[config.mk]
export PLATFORM = sky130hd
export DESIGN_NAME = bcd_rtc_core
export DESIGN_NICKNAME = d
export VERILOG_FILES = /design/src/rtl/rtc_pkg.sv /design/src/rtl/rtc_prescaler.sv /design/src/rtl/rtc_counter.sv /design/src/rtl/rtc_shadow.sv /design/src/rtl/bcd_rtc_core.sv
export SDC_FILE = /design/constraint.sdc
export NUM_CORES = 1
export LEC_CHECK = 0
export ABC_AREA = 1
export CORE_MARGIN = 1
export CORE_UTILIZATION = 51
export CTS_CLUSTER_DIAMETER = 60
export DETAILED_ROUTE_END_ITERATION = 12
export GPL_TIMING_DRIVEN = 0
export PLACE_DENSITY = 0.69
export SYNTH_ARGS = -nofsm -noshare
export SYNTH_HDL_FRONTEND = slang
export SYNTH_SLANG_ARGS = --single-unit
[constraint.sdc]
create_clock -name clk -period 2.9 [get_ports clk]
set_input_delay 0.58 -clock clk [delete_from_list [all_inputs] [get_ports clk]]
set_output_delay 0.58 -clock clk [all_outputs]
set_load 0.005 [all_outputs]
[src/rtl/rtc_pkg.sv]
// Shared types and BCD helpers for the clock-calendar counter.
// Assumes all fields hold valid packed BCD as loaded by the host.
package rtc_pkg;
    localparam int FIELD_W = 8;
    localparam int ADDR_W  = 3;

    localparam logic [ADDR_W-1:0] A_SEC   = 3'd0;
    localparam logic [ADDR_W-1:0] A_MIN   = 3'd1;
    localparam logic [ADDR_W-1:0] A_HOUR  = 3'd2;
    localparam logic [ADDR_W-1:0] A_DATE  = 3'd3;
    localparam logic [ADDR_W-1:0] A_MONTH = 3'd4;
    localparam logic [ADDR_W-1:0] A_YEAR  = 3'd5;
    localparam logic [ADDR_W-1:0] A_DOW   = 3'd6;

    typedef struct packed {
        logic [FIELD_W-1:0] sec;
        logic [FIELD_W-1:0] min;
        logic [FIELD_W-1:0] hour;
        logic [FIELD_W-1:0] date;
        logic [FIELD_W-1:0] month;
        logic [FIELD_W-1:0] year;
        logic [FIELD_W-1:0] dow;
    } rtc_time_t;

    localparam rtc_time_t RESET_TIME = '{sec: 8'h00, min: 8'h00, hour: 8'h12,
                                         date: 8'h01, month: 8'h01, year: 8'h00,
                                         dow: 8'h00};

    // Add one to a packed-BCD byte, carrying the units digit into the tens nibble.
    function automatic logic [7:0] bcd_inc(input logic [7:0] v);
        if (v[3:0] >= 4'd9) return {v[7:4] + 4'd1, 4'd0};
        else                return {v[7:4], v[3:0] + 4'd1};
    endfunction

    // A BCD year 10t+o is divisible by 4 exactly when 2t+o is.
    function automatic logic is_leap(input logic [7:0] y);
        if (y[4]) return (y[3:0] == 4'd2) || (y[3:0] == 4'd6);
        else      return (y[3:0] == 4'd0) || (y[3:0] == 4'd4) || (y[3:0] == 4'd8);
    endfunction

    // Last valid date of a month, in BCD.
    function automatic logic [7:0] last_date(input logic [7:0] mo, input logic leap);
        case (mo)
            8'h02:                      return leap ? 8'h29 : 8'h28;
            8'h04, 8'h06, 8'h09, 8'h11: return 8'h30;
            default:                    return 8'h31;
        endcase
    endfunction

    // One hour step in either format; bit 8 of the result is the day carry.
    function automatic logic [8:0] hour_step(input logic [7:0] h);
        logic [7:0] n;
        logic       carry;
        carry = 1'b0;
        if (h[7]) begin
            if (h[5:0] == 6'h23) begin
                n     = 8'h80;
                carry = 1'b1;
            end else begin
                n = bcd_inc(h);
            end
        end else if (h[4:0] == 5'h11) begin
            n     = {2'b00, ~h[5], 5'h12};
            carry = h[5];
        end else if (h[4:0] == 5'h12) begin
            n = {h[7:5], 5'h01};
        end else begin
            n = bcd_inc(h);
        end
        return {carry, n};
    endfunction
endpackage

[src/rtl/rtc_prescaler.sv]
// Divides the timebase enable down to a one-cycle second strobe.
// Assumes TICKS_PER_SEC >= 2. resync forces the phase back to zero.
module rtc_prescaler #(
    parameter int TICKS_PER_SEC = 32768
) (
    input  logic clk,
    input  logic rst_n,
    input  logic tick_in,
    input  logic resync,
    output logic sec_en
);
    localparam int CNT_W = $clog2(TICKS_PER_SEC);
    localparam logic [CNT_W-1:0] LAST = CNT_W'(TICKS_PER_SEC - 1);

    logic [CNT_W-1:0] cnt_q;

    // Strobe on the tick that completes a second, unless a restart is pending.
    assign sec_en = tick_in && (cnt_q == LAST) && !resync;

    // Count timebase ticks; clear on wrap or on restart.
    always_ff @(posedge clk) begin
        if (!rst_n)                cnt_q <= '0;
        else if (resync)           cnt_q <= '0;
        else if (tick_in) begin
            if (cnt_q == LAST)     cnt_q <= '0;
            else                   cnt_q <= cnt_q + 1'b1;
        end
    end
endmodule

[src/rtl/rtc_counter.sv]
// Holds the seven BCD fields and applies either a host load or a one-second step.
// Assumes a load and a step never coincide (the top suppresses the step).
module rtc_counter
    import rtc_pkg::*;
(
    input  logic              clk,
    input  logic              rst_n,
    input  logic              advance,
    input  logic              load,
    input  logic [ADDR_W-1:0] load_addr,
    input  logic [7:0]        load_data,
    output rtc_time_t         time_q
);
    rtc_time_t t_next;
    logic [8:0] hs;
    logic [7:0] last_d;

    // Next-second value with the full carry chain.
    always_comb begin
        t_next     = time_q;
        hs         = hour_step(time_q.hour);
        last_d     = last_date(time_q.month, is_leap(time_q.year));
        t_next.sec = bcd_inc(time_q.sec);
        if (time_q.sec == 8'h59) begin
            t_next.sec = 8'h00;
            t_next.min = bcd_inc(time_q.min);
            if (time_q.min == 8'h59) begin
                t_next.min  = 8'h00;
                t_next.hour = hs[7:0];
                if (hs[8]) begin
                    t_next.dow = (time_q.dow == 8'h06) ? 8'h00 : time_q.dow + 8'h01;
                    if (time_q.date == last_d) begin
                        t_next.date = 8'h01;
                        if (time_q.month == 8'h12) begin
                            t_next.month = 8'h01;
                            t_next.year  = (time_q.year == 8'h99) ? 8'h00 : bcd_inc(time_q.year);
                        end else begin
                            t_next.month = bcd_inc(time_q.month);
                        end
                    end else begin
                        t_next.date = bcd_inc(time_q.date);
                    end
                end
            end
        end
    end

    // Field storage: reset value, host load, or step.
    always_ff @(posedge clk) begin
        if (!rst_n) begin
            time_q <= RESET_TIME;
        end else if (load) begin
            case (load_addr)
                A_SEC:   time_q.sec   <= load_data;
                A_MIN:   time_q.min   <= load_data;
                A_HOUR:  time_q.hour  <= load_data;
                A_DATE:  time_q.date  <= load_data;
                A_MONTH: time_q.month <= load_data;
                A_YEAR:  time_q.year  <= load_data;
                A_DOW:   time_q.dow   <= load_data;
                default: ;
            endcase
        end else if (advance) begin
            time_q <= t_next;
        end
    end
endmodule

[src/rtl/rtc_shadow.sv]
// Captures all fields on request and serves one byte of the capture.
// Assumes the capture strobe is a single-cycle pulse from the host.
module rtc_shadow
    import rtc_pkg::*;
(
    input  logic              clk,
    input  logic              rst_n,
    input  logic              capture,
    input  rtc_time_t         time_in,
    input  logic [ADDR_W-1:0] rd_addr,
    output rtc_time_t         shadow_q,
    output logic [7:0]        rd_data
);
    // Snapshot register.
    always_ff @(posedge clk) begin
        if (!rst_n)       shadow_q <= RESET_TIME;
        else if (capture) shadow_q <= time_in;
    end

    // Byte select from the snapshot.
    always_comb begin
        case (rd_addr)
            A_SEC:   rd_data = shadow_q.sec;
            A_MIN:   rd_data = shadow_q.min;
            A_HOUR:  rd_data = shadow_q.hour;
            A_DATE:  rd_data = shadow_q.date;
            A_MONTH: rd_data = shadow_q.month;
            A_YEAR:  rd_data = shadow_q.year;
            A_DOW:   rd_data = shadow_q.dow;
            default: rd_data = 8'h00;
        endcase
    end
endmodule

[src/rtl/bcd_rtc_core.sv]
// Top of the BCD clock-calendar: write gating, cold-start and event freeze,
// prescaler, field counter and read snapshot. Assumes single-cycle strobes.
module bcd_rtc_core
    import rtc_pkg::*;
#(
    parameter int TICKS_PER_SEC = 32768
) (
    input  logic        clk,
    input  logic        rst_n,
    input  logic        tick_in,
    input  logic        wr_en,
    input  logic        wr_unlock,
    input  logic [2:0]  wr_addr,
    input  logic [7:0]  wr_data,
    input  logic        rd_start,
    input  logic [2:0]  rd_addr,
    output logic [7:0]  rd_data,
    input  logic        halt_arm,
    input  logic        event_in,
    output logic        clk_fail,
    output logic        halted,
    output logic        halt_armed
);
    localparam logic [ADDR_W-1:0] LAST_ADDR = A_DOW;

    logic      wr_acc;
    logic      sec_en;
    logic      advance;
    rtc_time_t time_q;
    rtc_time_t shadow_q;

    // A time write counts only when unlocked and aimed at a real field.
    assign wr_acc  = wr_en && wr_unlock && (wr_addr <= LAST_ADDR);
    // Step only when running and no load competes this cycle.
    assign advance = sec_en && !clk_fail && !halted && !wr_acc;

    // Cold-start flag: set by reset, cleared by the first time write.
    always_ff @(posedge clk) begin
        if (!rst_n)      clk_fail <= 1'b1;
        else if (wr_acc) clk_fail <= 1'b0;
    end

    // Halt option: armed by the host, disarmed by a time write.
    always_ff @(posedge clk) begin
        if (!rst_n)        halt_armed <= 1'b0;
        else if (wr_acc)   halt_armed <= 1'b0;
        else if (halt_arm) halt_armed <= 1'b1;
    end

    // Event freeze: set by an event while armed, released by a time write.
    always_ff @(posedge clk) begin
        if (!rst_n)                       halted <= 1'b0;
        else if (wr_acc)                  halted <= 1'b0;
        else if (halt_armed && event_in)  halted <= 1'b1;
    end

    rtc_prescaler #(.TICKS_PER_SEC(TICKS_PER_SEC)) u_presc (
        .clk(clk), .rst_n(rst_n), .tick_in(tick_in), .resync(wr_acc), .sec_en(sec_en)
    );

    rtc_counter u_cnt (
        .clk(clk), .rst_n(rst_n), .advance(advance), .load(wr_acc),
        .load_addr(wr_addr), .load_data(wr_data), .time_q(time_q)
    );

    rtc_shadow u_shadow (
        .clk(clk), .rst_n(rst_n), .capture(rd_start), .time_in(time_q),
        .rd_addr(rd_addr), .shadow_q(shadow_q), .rd_data(rd_data)
    );
endmodule

==> metrics.csv, run 1 <==
stage,metric,value,unit
pwr,power.internal,0.003526,W
worst_setup_path,crit_buf_inv,4,
worst_setup_path,worstSetupEndpointType,primary output,
drt,wl_per_cell,17.23,um
yosys,yosys-top-cells-count,"nand2_1 (150), dfxtp_1 (130), inv_1 (121)",
timing,finClkSkew,0.008793,ns
flow_run,cap_violations,0,
worst_setup_path,crit_chain,"clkdlybuf4s15_2, inv_1, nand2_1, inv_1, a221oi_1, o2111ai_1, clkdlybuf4s50_1",
worst_setup_path,crit_family,buffers and inverters,
yosys,synth.area.top_cells,"dfxtp_1 (36%), nand2_1 (7.8%), o21ai_0 (7.7%), a21oi_1 (6.8%), ha_1 (6.4%)",
timing,maxSlewViolCount,0,
pwr,p_comb_frac,0.073,
placed_design,numPortBuffers,30,
worst_setup_path,cp_common_cell,inv_1,
worst_setup_path,critPathKind,in2out,
timing,fin_ws,0.01143,ns
timing,tns,0,ns
yosys,ys_types,45,
placed_design,pre_cts_ws,-0.7425,ns
timing,layout_min_cycle_time,2.889,ns
clocking,cts.sinks,130,
timing,whs,0.4607,ns
run_status,outcome,"complete, no violations",
timing,min_period_over_period,0.9961,
finish,antenna_cells,0,
pwr,clkPwrFrac,0.524,
floorplan,die_h,120.8,um
hold_path,hp-class,reg2reg,
global_routing,grt_max_degree,17,
yosys,synth.yosys.seq_area_share,0.3618,
yosys,synth_nets,1062,
drt,drt_iter0_drc,787,
yosys,synth_edf_count,0,
pwr,leakagePower,3.631,nW
hold_path,min_from,u_shadow.shadow_q[44],
floorplan,num_rows,43,
yosys,synthArstFlopShare,0,
yosys,synth_seq_cells,130,
finish,drive_above_1_share,0.08826,
drt,vias,6919,
timing,tightest_slew,0.6761,ns
placed_design,hpwlAfterDp,15.76,mm
yosys,syn-cell-area,7193,sq um
worst_setup_path,slowest_delay,0.48,ns
pwr,powerDensity,549.0,nW/um^2
clocking,clk-insertion-delay-late,0.43,ns
worst_setup_path,critPathArrivalTime,2.31,ns
yosys,synthMostInstantiatedCell,nand2_1,
floorplan,coreArea,13830,sq um
global_routing,grt_util_all_layers,0.3101,
clocking,h-tree-depth,4,
finish,final_nets,1111,
placed_design,place_congestion,0.9622,
clocking,cts_buffers,17,
timing,setup_viol,0,
yosys,yosysTopAreaCell,dfxtp_1,
worst_setup_path,cp-startpoint,rd_addr[2],
drt,wl,21.45,mm
timing,fmax,0.3462,GHz
placed_design,dpl.cell_count,1213,
finish,fin_util,0.6082,
floorplan,die-width,120.8,um
clocking,cts_hold_buf,0,
worst_setup_path,rrSetupSlack,0.63,ns
timing,hold_viol,0,
timing,rsz0062_at_grt,true,
drt,drc,0,
worst_setup_path,regToRegStartpoint,u_cnt.time_q[16],
global_routing,overflow,0,
drt,dr.pass1.iters,5,
yosys,syn_inst,1003,
finish,area_growth,16.91,%
clocking,cts.path.max_buffers,2,
clocking,cts_root_buffer,clkbuf_16,
worst_setup_path,crit_path_top_delay_cell,clkdlybuf4s50_1,
finish,stdcell_count,1245,
yosys,synth_area_per_cell,7.172,sq um
worst_setup_path,required,2.32,ns
yosys,synthFlopType,dfxtp_1,
pwr,ir_drop,0.0004261,V
drt,ant_nets,0,
drt,via_per_inst,5.557,
floorplan,die-area,14580,sq um
timing,relSlewSlack,0.5472,
floorplan,ios,33,
floorplan,initial_utilization,0.5202,
yosys,ys_warn_count,0,
global_routing,grt_pass1_vias,6441,
worst_setup_path,startpoint_type,input port,
global_routing,antenna_found_initial,0,
clocking,tritoncts,yes,
pwr,p_switching,0.001090,W
pwr,p_sw_frac,0.2362,
global_routing,grt_pass1_wl,34.17,mm
worst_setup_path,path_max_fanout,8,
pwr,pwr-share-seq,0.404,
clocking,clkTransAtPathRegs,0.06,ns
yosys,synth_top_cell_area_share,0.3618,
[area by class of cell]
type	instances	area, sq um
fillers	1291	5418
multi-input cells	709	3988
flip-flops and latches	130	2603
inverters	133	501.7
clock buffers	20	456.7
repair buffers	30	297.8
well taps	180	225.2
clock inverters	12	205.2
plain buffers	31	132.6
[timing repair]
| item | CTS | global route |
|---|---|---|
| pin swaps | 0 | 0 |
| resized for setup | 16 | 1 |
| endpoints found under the hold margin | 0 | 0 |
| endpoints found under the setup margin | 8 | 6 |
| setup buffers | 0 | 0 |
[worst reg2reg max path, stage by stage (launching register included)]
cell     delay [ns]
dfxtp_1        0.45
inv_1          0.16
ha_1           0.24
inv_1          0.07
nand2_1        0.05
nand2_1        0.06
nand2_1        0.05
nand2_1        0.09
nand3_1        0.08
nand2_1        0.06
inv_1          0.04
nor2_1         0.11
nand2_2        0.16
nand2_4        0.19
nand3_4        0.15
nand2_1        0.10
nand2_1        0.05
nor2_1         0.08
[state kept, by name (all words and copies together), names as in the netlist]
register,flops
clk_fail,1
u_presc.cnt_q,15
u_cnt.time_q,56
halted,1
halt_armed,1
u_shadow.shadow_q,56
[cells in the final DEF (no fill, tap or decap), types with 7 or more instances in the layout]
cell type / n
inv_2: 13
nand4_1: 21
a31oi_1: 13
o22ai_1: 9
clkbuf_16: 17
a221oi_1: 8
xor2_1: 18
xnor2_1: 8
o21ai_1: 18
a21oi_1: 98
o21ai_0: 110
nor2_2: 9
nand3_1: 52
nor3_1: 9
ha_1: 37
inv_1: 119
dfxtp_1: 130
clkbuf_1: 23
nand2_1: 150
buf_2: 7
nor2_1: 96
clkdlybuf4s50_1: 27
[routing by layer]
metal | GRT usage | up-vias | share of wire
met2 | 0.4784 | 241 | 0.43
met4 | 0.1358 | 0 | 0.032
met3 | 0.06698 | 48 | 0.075
met5 | 0 | - | 0
li1 | - | 3466 | -
met1 | 0.4150 | 3164 | 0.46
[kinds of logic (layout without fill, tap and decap cells)]
group,after synthesis,after routing,synth area share
AO/OA/AOI/OAI,272,272,0.2047
flip-flops,130,130,0.3618
buffers and inverters,164,226,0.08819
AND/OR/NAND/NOR,374,374,0.2493
adder cells (fa/ha/maj),37,37,0.06436
XOR/XNOR,26,26,0.03166
[final timing paths]
| check | to | depth (start not counted) |
|---|---|---|
| min | u_shadow.shadow_q[44] | 2 |
| max reg2reg | u_cnt.time_q[22] | 17 |
| max | rd_data[5] | 7 |
| min reg2reg | u_shadow.shadow_q[44] | 2 |
[power groups by stage]
stage	logic, W	registers, W	clock network, W
CTS	0.000331	0.00186	0.00242
global placement	0.000323	0.00190	0
detailed placement	0.000326	0.00190	0
global route	0.000369	0.00187	0.00251
floorplan	0.000193	0.00189	0
finish	0.000336	0.00186	0.00242
[metrics by stage]
| stage | power, W | instance area, sq um |
|---|---|---|
| CTS | 0.004615 | 8414 |
| global route | 0.004751 | 8409 |
| detailed placement | 0.002227 | 7719 |
| floorplan | 0.002085 | 7193 |
| global placement | 0.002224 | 7719 |
| finish | 0.004616 | 8409 |
No activity file was read; power rests on OpenSTA's default activity.
==> run 2, diff against run 1 <==
- clock period: 2.9 -> 3.45 ns (I/O delays scaled with it)
==> run 2 against run 1 <==
Compared with the run above:
- combinational power decreased by 16%
- hold slack hardly changed
- final cell count is the same
- first-iteration DRC count fell by 0.64%
- utilization hardly changed
- setup slack improved by 0.24 ns
- clock power is 16% lower
- largest cell class unchanged
==> metrics.csv, run 2 (synthesis results as in run 1) <==
stage,metric,value,unit,change
worst_setup_path,startpoint_type,input port,,
finish,fillCellCount,1292,,+0.077%
pwr,p_total,0.003877,W,-16%
worst_setup_path,critPathArrivalTime,2.50,ns,+0.19 ns
worst_setup_path,critPathKind,in2out,,
timing,fmax,0.3131,GHz,
clocking,clkTransAtPathRegs,0.06,ns,about the same
worst_setup_path,worst-r2r-cell-count,17,,unchanged
drt,m1WireLength,9.764,mm,-1.0%
clocking,cts.path.max_buffers,2,,unchanged
clocking,cts_root_buffer,clkbuf_16,,
run_status,outcome,"complete, no violations",,
placed_design,numPortBuffers,30,,unchanged
worst_setup_path,rrSetupSlack,1.18,ns,+0.55 ns
clocking,h-tree-depth,4,,unchanged
drt,wl,21.44,mm,about the same
finish,fin_util,0.6085,,about the same
placed_design,dpl.cell_count,1213,,unchanged
drt,dr.pass1.iters,5,,unchanged
floorplan,die-area,14580,sq um,unchanged
worst_setup_path,worstSetupEndpointType,primary output,,
finish,area_growth,16.98,%,about the same
clocking,cts_buffers,17,,unchanged
hold_path,hold_depth,2,,unchanged
finish,final_nets,1111,,unchanged
timing,fin_ws,0.2562,ns,+0.2448 ns
drt,wl_met3,1.697,mm,+5.7%
timing,hold_viol,0,,unchanged
drt,highest_layer,met4,,
timing,tightest_slew,0.6264,ns,-0.04968 ns
clocking,cts_hold_buf,0,,unchanged
pwr,leakagePower,3.658,nW,+0.73%
pwr,ir_drop,0.0003536,V,-17%
drt,wl_per_cell,17.22,um,about the same
worst_setup_path,crit_path_top_delay_cell,clkdlybuf4s50_1,,
drt,met2WireLength,9.370,mm,+0.89%
worst_setup_path,slowest_delay,0.46,ns,-0.02 ns
timing,rsz0062_at_grt,false,,
floorplan,die-width,120.8,um,unchanged
placed_design,place_congestion,0.9622,,unchanged
hold_path,min_from,u_shadow.shadow_q[44],,
floorplan,ios,33,,unchanged
timing,setup_viol,0,,unchanged
drt,vias,6994,,+1.1%
worst_setup_path,r2r_end,u_cnt.time_q[22],,
finish,final_cell_mix,"nand2_1 (150), dfxtp_1 (130), inv_1 (121)",,
floorplan,die_h,120.8,um,unchanged
pwr,powerDensity,460.8,nW/um^2,-16%
hold_path,hp-class,reg2reg,,
finish,regArea,2603,sq um,unchanged
timing,maxSlewViolCount,0,,unchanged
global_routing,antenna_found_initial,0,,unchanged
timing,relSlewSlack,0.5805,,+0.03328
timing,finClkSkew,0.008833,ns,+0.00003964 ns
finish,layout_commonest_cell,nand2_1,,
clocking,clk-insertion-delay-late,0.43,ns,about the same
finish,antenna_cells,0,,unchanged
global_routing,overflow,0,,unchanged
timing,min_period_over_period,0.9257,,
drt,drt_iter0_drc,782,,-0.64%
clocking,cts.sinks,130,,unchanged
placed_design,pre_cts_ws,-0.4125,ns,+0.3300 ns
global_routing,grt_util_all_layers,0.3095,,-0.0006390
drt,ant_nets,0,,unchanged
floorplan,coreArea,13830,sq um,unchanged
clocking,tritoncts,yes,,
finish,multi_input_area,3983,sq um,-0.13%
worst_setup_path,required,2.76,ns,+0.44 ns
flow_run,cap_violations,0,,unchanged
floorplan,initial_utilization,0.5202,,unchanged
hold_path,hold_path_end,u_shadow.shadow_q[44],,
global_routing,grt_pass1_vias,6406,,-0.54%
worst_setup_path,path_max_fanout,7,,-1
placed_design,hpwlAfterDp,15.76,mm,unchanged
floorplan,num_rows,43,,unchanged
finish,drive_above_1_share,0.08263,,-0.005634
drt,drc,0,,unchanged
worst_setup_path,regToRegStartpoint,u_cnt.time_q[16],,
global_routing,grt_pass1_wl,34.11,mm,-0.16%
finish,top_regs,"u_cnt.time_q: 56 flops, u_shadow.shadow_q: 56 flops, u_presc.cnt_q: 15 flops",,
global_routing,grt_max_degree,17,,unchanged
drt,via_per_inst,5.618,,+1.1%
timing,layout_min_cycle_time,3.194,ns,
finish,stdcell_count,1245,,unchanged
worst_setup_path,crit_chain,"dlymetal6s2s_1, inv_1, nand3_1, o22ai_1, a2111o_1, clkdlybuf4s50_1",,
[run 2: final cells by class]
| type | instances | share of cell area |
|---|---|---|
| plain buffers | 31 | 0.01576 |
| clock buffers | 20 | 0.05428 |
| clock inverters | 12 | 0.02439 |
| inverters | 133 | 0.05963 |
| multi-input cells | 709 | 0.4733 |
| flip-flops and latches | 130 | 0.3093 |
| well taps | 180 | 0.02677 |
| repair buffers | 30 | 0.03658 |
[run 2: report_power, final]
group	switching [W]	internal, W	total, W	leakage [nW]
clock	0.000705	0.00132	0.00203	0.316
combinational	0.000184	0.0000993	0.000283	2.28
sequential	0.0000241	0.00154	0.00157	1.06
[run 2: critical path: cells and delay by family]
family | cells | cell delay, ns
AO/OA/AOI/OAI | 2 | 0.57
buffers and inverters | 3 | 0.94
AND/OR/NAND/NOR | 1 | 0.30
[run 2: repair_timing]
item                       CTS  global route
pin swaps                    0             0
buffers inserted             0             0
setup endpoints to repair    8             8
gates resized for setup      1             7
[run 2: per-stage QoR]
stage          setup TNS (ns)  instance area (sq um)  hold WS [ns]
3_5_place_dp           -2.655                   7719        0.4525
6_report                    0                   8414        0.4603
3_3_place_gp           -2.375                   7719        0.4451
5_1_grt                     0                   8414        0.4889
2_1_floorplan               0                   7193        0.4297
4_1_cts               -0.2444                   8386        0.4618
[run 2: worst max path at each step]
stage	end	depth (start not counted)	from	slack, ns
floorplan	rd_data[1]	4	rd_addr[1]	1.23
detailed placement	rd_data[1]	6	rd_addr[1]	-0.41
finish	rd_data[0]	6	rd_addr[2]	0.26
global placement	rd_data[1]	6	rd_addr[1]	-0.38
CTS	rd_data[1]	6	rd_addr[1]	-0.07
global route	rd_data[6]	7	rd_addr[2]	0.17
[run 2: metal layers]
layer,GRT usage,up-vias
li1,-,3474
met1,0.4217,3201
met2,0.4835,277
met3,0.05613,42
met4,0.1204,0
met5,0,-
